$ cat src/rtl/irq_gw_pkg.sv
package irq_gw_pkg;

  typedef enum logic [2:0] {
    SM_OFF    = 3'd0,
    SM_DETACH = 3'd1,
    SM_RISE   = 3'd4,
    SM_FALL   = 3'd5,
    SM_HIGH   = 3'd6,
    SM_LOW    = 3'd7
  } src_mode_e;

  // Reserved codes collapse to off so that they read back as 0.
  function automatic src_mode_e sanitize_mode(input logic [2:0] raw);
    case (raw)
      3'd1:    return SM_DETACH;
      3'd4:    return SM_RISE;
      3'd5:    return SM_FALL;
      3'd6:    return SM_HIGH;
      3'd7:    return SM_LOW;
      default: return SM_OFF;
    endcase
  endfunction

endpackage

$ cat src/rtl/irq_gw_cell.sv
module irq_gw_cell
  import irq_gw_pkg::*;
(
  input  logic      clk,
  input  logic      rst_n,
  input  logic      wire_i,
  input  src_mode_e mode_i,
  input  logic      mode_wr_i,
  input  logic      swpend_i,
  input  logic      fwd_i,
  output logic      req_o
);

  logic sync1_q, sync2_q, hist_q;
  logic pend_q, sent_q;
  logic is_level, lvl_act, rise_ev, fall_ev;

  assign rise_ev  = sync2_q & ~hist_q;
  assign fall_ev  = ~sync2_q & hist_q;
  assign is_level = (mode_i == SM_HIGH) || (mode_i == SM_LOW);
  assign lvl_act  = (mode_i == SM_HIGH) ? sync2_q :
                    (mode_i == SM_LOW)  ? ~sync2_q : 1'b0;

  always_ff @(posedge clk or negedge rst_n) begin
    if (!rst_n) begin
      sync1_q <= 1'b0;
      sync2_q <= 1'b0;
      hist_q  <= 1'b0;
      pend_q  <= 1'b0;
      sent_q  <= 1'b0;
    end else begin
      sync1_q <= wire_i;
      sync2_q <= sync1_q;
      hist_q  <= sync2_q;
      if (mode_wr_i) begin
        pend_q <= 1'b0;
        sent_q <= 1'b0;
      end else begin
        case (mode_i)
          SM_RISE: begin
            if (rise_ev)    pend_q <= 1'b1;
            else if (fwd_i) pend_q <= 1'b0;
          end
          SM_FALL: begin
            if (fall_ev)    pend_q <= 1'b1;
            else if (fwd_i) pend_q <= 1'b0;
          end
          SM_DETACH: begin
            if (swpend_i)   pend_q <= 1'b1;
            else if (fwd_i) pend_q <= 1'b0;
          end
          SM_HIGH, SM_LOW: begin
            pend_q <= 1'b0;
            if (!lvl_act)   sent_q <= 1'b0;
            else if (fwd_i) sent_q <= 1'b1;
          end
          default: begin
            pend_q <= 1'b0;
            sent_q <= 1'b0;
          end
        endcase
      end
    end
  end

  always_comb begin
    if (is_level) req_o = lvl_act & ~sent_q;
    else          req_o = pend_q;
  end

  // an off source holds no pending state and raises no request
  p_off_quiet_r9: assert property (@(posedge clk) disable iff (!rst_n)
    (mode_i == SM_OFF) |-> (!pend_q && !req_o));

  // latched edge pending survives until forwarded or reconfigured
  p_edge_hold_r5: assert property (@(posedge clk) disable iff (!rst_n)
    ((mode_i == SM_RISE || mode_i == SM_FALL) && pend_q && !fwd_i && !mode_wr_i)
      |=> pend_q);

  // an accepted level request is not repeated on the next cycle
  p_level_once_r7: assert property (@(posedge clk) disable iff (!rst_n)
    (is_level && fwd_i && lvl_act && !mode_wr_i) |=> !req_o);

endmodule

$ cat src/rtl/irq_gw_pick.sv
module irq_gw_pick #(
  parameter int N  = 63,
  parameter int SW = 6
) (
  input  logic [N-1:0]  req_i,
  output logic          any_o,
  output logic [SW-1:0] slot_o
);

  always_comb begin
    any_o  = |req_i;
    slot_o = '0;
    for (int k = N - 1; k >= 0; k--) begin
      if (req_i[k]) slot_o = SW'(k);
    end
  end

endmodule

$ cat src/rtl/irq_gw_issue.sv
module irq_gw_issue #(
  parameter int N      = 63,
  parameter int IDW    = 6,
  parameter int HART_W = 6
) (
  input  logic              clk,
  input  logic              rst_n,
  input  logic              gate_i,
  input  logic              any_i,
  input  logic [IDW-1:0]    id_i,
  input  logic [HART_W-1:0] hart_i,
  input  logic              ready_i,
  output logic              valid_o,
  output logic [IDW-1:0]    id_o,
  output logic [HART_W-1:0] hart_o
);

  always_ff @(posedge clk or negedge rst_n) begin
    if (!rst_n) begin
      valid_o <= 1'b0;
      id_o    <= '0;
      hart_o  <= '0;
    end else if (!valid_o) begin
      if (gate_i && any_i) begin
        valid_o <= 1'b1;
        id_o    <= id_i;
        hart_o  <= hart_i;
      end
    end else if (ready_i) begin
      valid_o <= 1'b0;
    end
  end

  // stalled message stays put
  p_hold_r11: assert property (@(posedge clk) disable iff (!rst_n)
    (valid_o && !ready_i) |=> (valid_o && $stable(id_o) && $stable(hart_o)));

  // one idle cycle after every accepted message
  p_gap_r11: assert property (@(posedge clk) disable iff (!rst_n)
    (valid_o && ready_i) |=> !valid_o);

  // a message only starts while the domain allows delivery
  p_gate_r4: assert property (@(posedge clk) disable iff (!rst_n)
    $rose(valid_o) |-> $past(gate_i));

  // the identity on the output is always a real source
  p_id_range_r2: assert property (@(posedge clk) disable iff (!rst_n)
    valid_o |-> (id_o != '0 && id_o <= IDW'(N)));

endmodule

$ cat src/rtl/irq_gateway.sv
module irq_gateway
  import irq_gw_pkg::*;
#(
  parameter  int NUM_SRC = 63,
  parameter  int HART_W  = 6,
  localparam int IDW     = $clog2(NUM_SRC + 1)
) (
  input  logic               clk,
  input  logic               rst_n,
  input  logic [NUM_SRC-1:0] src_i,
  input  logic               cfg_we,
  input  logic [IDW-1:0]     cfg_id,
  input  logic [2:0]         cfg_mode,
  input  logic [HART_W-1:0]  cfg_hart,
  input  logic               en_set_we,
  input  logic [IDW-1:0]     en_set_id,
  input  logic               pend_set_we,
  input  logic [IDW-1:0]     pend_set_id,
  input  logic               dom_we,
  input  logic               dom_ie,
  input  logic               dom_msi,
  input  logic [IDW-1:0]     rd_id,
  output logic [2:0]         rd_mode,
  output logic               rd_en,
  output logic               msg_valid,
  input  logic               msg_ready,
  output logic [IDW-1:0]     msg_id,
  output logic [HART_W-1:0]  msg_hart
);

  localparam int SW = (NUM_SRC > 1) ? $clog2(NUM_SRC) : 1;

  src_mode_e          mode_q [NUM_SRC];
  logic [HART_W-1:0]  hart_q [NUM_SRC];
  logic [NUM_SRC-1:0] en_q;
  logic               ie_q, msi_q;

  logic [NUM_SRC-1:0] mode_wr, swpend, fwd, req, cand;
  logic               hs, pick_any;
  logic [SW-1:0]      pick_slot;
  logic [IDW-1:0]     pick_id;
  logic [HART_W-1:0]  pick_hart;

  assign hs = msg_valid & msg_ready;

  // Per-slot strobes decoded from identity numbers; 0 and >NUM_SRC hit nothing.
  always_comb begin
    for (int k = 0; k < NUM_SRC; k++) begin
      mode_wr[k] = cfg_we      && (cfg_id      == IDW'(k + 1));
      swpend[k]  = pend_set_we && (pend_set_id == IDW'(k + 1));
      fwd[k]     = hs          && (msg_id      == IDW'(k + 1));
    end
  end

  always_ff @(posedge clk or negedge rst_n) begin
    if (!rst_n) begin
      for (int k = 0; k < NUM_SRC; k++) begin
        mode_q[k] <= SM_OFF;
        hart_q[k] <= '0;
      end
      en_q  <= '0;
      ie_q  <= 1'b0;
      msi_q <= 1'b0;
    end else begin
      for (int k = 0; k < NUM_SRC; k++) begin
        if (mode_wr[k]) begin
          mode_q[k] <= sanitize_mode(cfg_mode);
          hart_q[k] <= cfg_hart;
        end
        if (en_set_we && (en_set_id == IDW'(k + 1))) en_q[k] <= 1'b1;
      end
      if (dom_we) begin
        ie_q  <= dom_ie;
        msi_q <= dom_msi;
      end
    end
  end

  always_comb begin
    rd_mode = 3'd0;
    rd_en   = 1'b0;
    for (int k = 0; k < NUM_SRC; k++) begin
      if (rd_id == IDW'(k + 1)) begin
        rd_mode = mode_q[k];
        rd_en   = en_q[k];
      end
    end
  end

  for (genvar g = 0; g < NUM_SRC; g++) begin : g_src
    irq_gw_cell u_cell (
      .clk       (clk),
      .rst_n     (rst_n),
      .wire_i    (src_i[g]),
      .mode_i    (mode_q[g]),
      .mode_wr_i (mode_wr[g]),
      .swpend_i  (swpend[g]),
      .fwd_i     (fwd[g]),
      .req_o     (req[g])
    );
  end

  assign cand = req & en_q;

  irq_gw_pick #(.N(NUM_SRC), .SW(SW)) u_pick (
    .req_i  (cand),
    .any_o  (pick_any),
    .slot_o (pick_slot)
  );

  assign pick_id   = IDW'(pick_slot) + IDW'(1);
  assign pick_hart = hart_q[pick_slot];

  irq_gw_issue #(.N(NUM_SRC), .IDW(IDW), .HART_W(HART_W)) u_issue (
    .clk     (clk),
    .rst_n   (rst_n),
    .gate_i  (ie_q & msi_q),
    .any_i   (pick_any),
    .id_i    (pick_id),
    .hart_i  (pick_hart),
    .ready_i (msg_ready),
    .valid_o (msg_valid),
    .id_o    (msg_id),
    .hart_o  (msg_hart)
  );

  // a reserved mode code never reaches the stored configuration
  p_no_reserved_r1: assert property (@(posedge clk) disable iff (!rst_n)
    cfg_we |=> (rd_id != $past(cfg_id) || (rd_mode != 3'd2 && rd_mode != 3'd3)));

  // enable bits only ever get set
  p_enable_sticky_r3: assert property (@(posedge clk) disable iff (!rst_n)
    $countones($past(en_q)) <= $countones(en_q));

endmodule

$ cat config.mk
export PLATFORM = sky130hd
export DESIGN_NAME = irq_gateway
export DESIGN_NICKNAME = d
export VERILOG_FILES = /design/src/rtl/irq_gw_pkg.sv /design/src/rtl/irq_gw_cell.sv /design/src/rtl/irq_gw_pick.sv /design/src/rtl/irq_gw_issue.sv /design/src/rtl/irq_gateway.sv
export SDC_FILE = /design/constraint.sdc
export NUM_CORES = 2
export LEC_CHECK = 0
export BUFFER_PORTS_ARGS = -buffer_cell sky130_fd_sc_hd__buf_2
export CORE_ASPECT_RATIO = 0.9
export CORE_MARGIN = 10
export CORE_UTILIZATION = 45
export CTS_CLUSTER_DIAMETER = 80
export DETAILED_ROUTE_END_ITERATION = 10
export GPL_TIMING_DRIVEN = 0
export PLACE_DENSITY_LB_ADDON = 0.3
export SLEW_MARGIN = 20
export SYNTH_ARGS = -nofsm -noshare
export SYNTH_HDL_FRONTEND = slang
export SYNTH_HIERARCHICAL = 1
export SYNTH_SLANG_ARGS = --single-unit
$ cat constraint.sdc
create_clock -name clk -period 6.6 [get_ports clk]
set_input_delay 0.33 -clock clk [delete_from_list [all_inputs] [get_ports clk]]
set_output_delay 0.33 -clock clk [all_outputs]
set_load 0.02 [all_outputs]
==> flow_summary.json <==
{
  "outcome": "completed",
  "place_inst": 6448,
  "critical_path_arrival_ps": 7070,
  "p_per_area_nw_per_um2": 313.7,
  "rr_worst_depth": 15,
  "antenna_found_initial": 25,
  "rows": 115,
  "finalNetCount": 5268,
  "maxSlewViolCount": 0,
  "path_clk_slew_ps": 60,
  "synth_fp_nets": 4968,
  "nFillCells": 9810,
  "cts_resized": 0,
  "core-area_um2": 109100,
  "cts_max_path_buffers": 3,
  "grt.overflow.total": 0,
  "die_area_um2": 123300,
  "first_global_vias": 39153,
  "wl_mm": 188.7,
  "final_antenna_net_count": 0,
  "crit_chain": "nand2_1, nor3_1, a21o_1, and2_1, nor2_1, o31a_1, o311ai_0, a31oi_1, o2bb2ai_1, clkbuf_1, clkbuf_1, mux4_2, mux4_2, mux4_2, mux2_4",
  "design_area_um2": 56500,
  "drcViolationCount": 0,
  "hold_viol_final": 0,
  "criticalPathCategory": "register to register",
  "synth.avg_cell_area_um2": 10.15,
  "fin_crit_ps": 6426,
  "synth_warnings": 6,
  "critPathCapture": "u_issue/hart_o[5]",
  "synthDistinctLibCells": 91,
  "grtUsageTotal_pct": 29.95,
  "ys_seq_elements": 960,
  "reg2reg_slack_ps": 170,
  "power.leakage_nw": 25.10,
  "post_cts_buffers": 0,
  "cts_root_buf": "clkbuf_16",
  "netlist_area_um2": 49330,
  "pre_cts_slack_ps": 455.0,
  "maxCapViolations": 0,
  "start_util_pct": 45.23,
  "grt_max_degree": 131,
  "r2r-start": "mode_q[71]",
  "cp.required_ps": 7240,
  "io_pins": 122,
  "crit_family": "compound AO/OA/AOI/OAI gates",
  "hp-class": "primary input to register",
  "power.total_w": 0.01772,
  "setup_viol": 0,
  "dr.first_iter.drc_count": 5305,
  "vdd_drop_max_v": 0.0002753,
  "die_h_um": 334.1,
  "dpl-instance-area_um2": 52010,
  "cts_buffers": 103,
  "synthArstFlopShare_pct": 100.0,
  "clk_latency_ps": 760,
  "die_width_um": 369.0,
  "first_pass_iters": 7,
  "cp_num_buf_inv": 2,
  "crit_path_top_delay_cell": "clkbuf_1",
  "crit_fanout": 10,
  "final_cell_mix": "960 x dfrtp_1, 823 x nand2_1, 325 x mux2_2, 281 x nor2b_1, 267 x nor2_1",
  "final_common_cell": "dfrtp_1",
  "fin_ws_ps": 173.6,
  "synth-edff-count": 0,
  "timing.critical_path.mode_cell": "mux4_2",
  "instances_no_fill": 6724,
  "critPathMaxStageDelay_ps": 870,
  "fin_crit_sh_pct": 97.37,
  "area_growth_pct": 14.53,
  "htree_levels": 3,
  "startpoint_type": "register",
  "synth-seq-area-share_pct": 48.70,
  "via_per_inst": 6.085,
  "gp_congestion": 1.075,
  "cp-end-kind": "register",
  "regToRegEndpoint": "u_issue/hart_o[5]",
  "clock_sinks": 960,
  "ys.flop_type": "dfrtp_1",
  "vias": 40916,
  "fmax_ghz": 0.1556,
  "slew_headroom_pct": 14.98,
  "place_hpwl_mm": 140.5,
  "worst_pin_slew_ps": 1258,
  "io_buffers": 114,
  "clock_skew_ps": 52.11,
  "cp_num_cells": 15,
  "timing.critical_path.from": "mode_q[71]",
  "hp-start": "en_set_id[5]",
  "drt-wirelength-per-cell_um": 28.06,
  "drive_above_1_share_pct": 17.45,
  "synthCells": 4862,
  "cts_tree": "done",
  "grt_first_pass_wirelength_mm": 271.6,
  "fin_tns_setup_ps": 0,
  "rsz0062_at_grt": "no"
}
power breakdown:
group          switching (W)  internal (W)  total (W)
combinational        0.00235       0.00175    0.00409
clock                0.00262       0.00376    0.00638
sequential          0.000761       0.00649    0.00725
total                0.00572        0.0120     0.0177
Yosys cell counts (5+ instances only):
cell type,number,area [um2]
a32oi_1,6,52.55
o21bai_1,87,653.1
a21oi_1,203,1016
o311ai_1,64,560.5
a211oi_1,10,75.07
nand4_1,10,62.56
buf_4,14,105.1
nor2b_1,281,1758
a31oi_1,71,444.2
mux2i_1,31,310.3
o21ai_1,128,640.6
nand3_1,42,210.2
clkinv_1,21,78.83
clkbuf_1,179,671.9
o22ai_1,23,143.9
o221ai_1,13,113.9
mux2_2,325,3660
mux2_4,9,135.1
a21o_1,109,818.3
a221oi_1,5,43.79
o21a_1,6,45.04
or2_1,63,394.1
dfrtp_1,960,24020
nor4_2,5,62.56
buf_1,11,41.29
or2_2,8,50.05
xnor2_1,66,578.1
mux4_2,123,2770
a22oi_1,10,75.07
nor3_1,98,490.5
nand2b_1,150,938.4
and4bb_2,5,62.56
a211oi_2,63,788.3
and2_1,67,419.2
nor4_1,14,87.58
o31ai_1,11,82.58
inv_1,129,484.2
o21ai_0,187,935.9
o32ai_1,9,78.83
nor2_1,267,1002
and3_1,8,50.05
buf_2,36,180.2
o211ai_1,15,112.6
nand2_1,823,3089
state kept, by name, indices dropped and copies added, names as in the netlist, 6 cells and up:
signal / flops
hart_q: 378
mode_q: 189
en_q: 63
g_src.u_cell/hist_q: 63
g_src.u_cell/pend_q: 63
g_src.u_cell/sent_q: 63
g_src.u_cell/sync1_q: 63
g_src.u_cell/sync2_q: 63
u_issue/hart_o: 6
u_issue/id_o: 6
layer usage:
layer / share of wire (%) / routed length, um / vias up / GRT usage (%)
met3: 11 / 20590 / 454 / 8.000
li1: - / - / 17699 / -
met1: 42 / 79630 / 20616 / 42.23
met5: 0.026 / 49 / - / 0
met4: 4.9 / 9306 / 8 / 13.79
met2: 42 / 79120 / 2139 / 42.63
final cells by class:
| class | count | area (um2) | area share, % |
|---|---|---|---|
| multi-input cells | 3510 | 23770 | 42.06 |
| clock buffers | 140 | 2929 | 5.184 |
| diodes | 12 | 30.03 | 0.05315 |
| plain buffers | 242 | 1023 | 1.811 |
| well taps | 1462 | 1829 | 3.238 |
| clock inverters | 53 | 805.8 | 1.426 |
| repair buffers | 195 | 1531 | 2.711 |
| inverters | 150 | 563.0 | 0.9965 |
| flip-flops and latches | 960 | 24020 | 42.52 |
worst min-delay path by stage:
| stage | endpoint | slack (ps) | depth (start not counted) |
|---|---|---|---|
| floorplan | en_q[0] | 30 | 0 |
| global placement | g_src[29].u_cell/sync2_q | 330 | 0 |
| detailed placement | g_src[18].u_cell/sync1_q | 270 | 1 |
| CTS | en_q[27] | 8 | 3 |
| global route | en_q[27] | 50 | 3 |
| finish | en_q[27] | 50 | 3 |
repair_timing:
| item | 4_1_cts | 5_1_grt |
|---|---|---|
| setup endpoints to repair | 0 | 0 |
| hold buffers | 71 | 0 |
| endpoints found under the hold margin | 229 | 0 |
stage by stage:
stage | hold slack (ps) | utilization, %
4_1_cts | 8.137 | 51.77
3_3_place_gp | 332.6 | 47.43
5_1_grt | 46.90 | 51.78
6_report | 49.59 | 51.80
2_1_floorplan | 34.41 | -
3_5_place_dp | 268.9 | 47.69
worst reg2reg max path, cell delays in order (launching register included):
cell       delay [ps]
dfrtp_1           630
nand2_1           150
nor3_1            210
a21o_1            250
and2_1            220
nor2_1             90
o31a_1            240
o311ai_0          440
a31oi_1           170
o2bb2ai_1         850
clkbuf_1          320
clkbuf_1          870
mux4_2            450
mux4_2            540
mux4_2            580
mux2_4            300
cells by family (layout without fill, tap and decap cells):
| family | count (synthesis) | in the layout | synth area share (%) |
|---|---|---|---|
| compound gates | 1065 | 1065 | 14.39 |
| other cells | 0 | 12 | 0 |
| mux | 488 | 488 | 13.94 |
| fa+ha+maj | 1 | 1 | 0.02536 |
| flops | 960 | 960 | 48.70 |
| simple gates | 1888 | 1888 | 18.54 |
| buf+inv | 392 | 780 | 3.211 |
| xor+xnor | 68 | 68 | 1.207 |
Note: power is estimated with default switching activity, not from simulation.
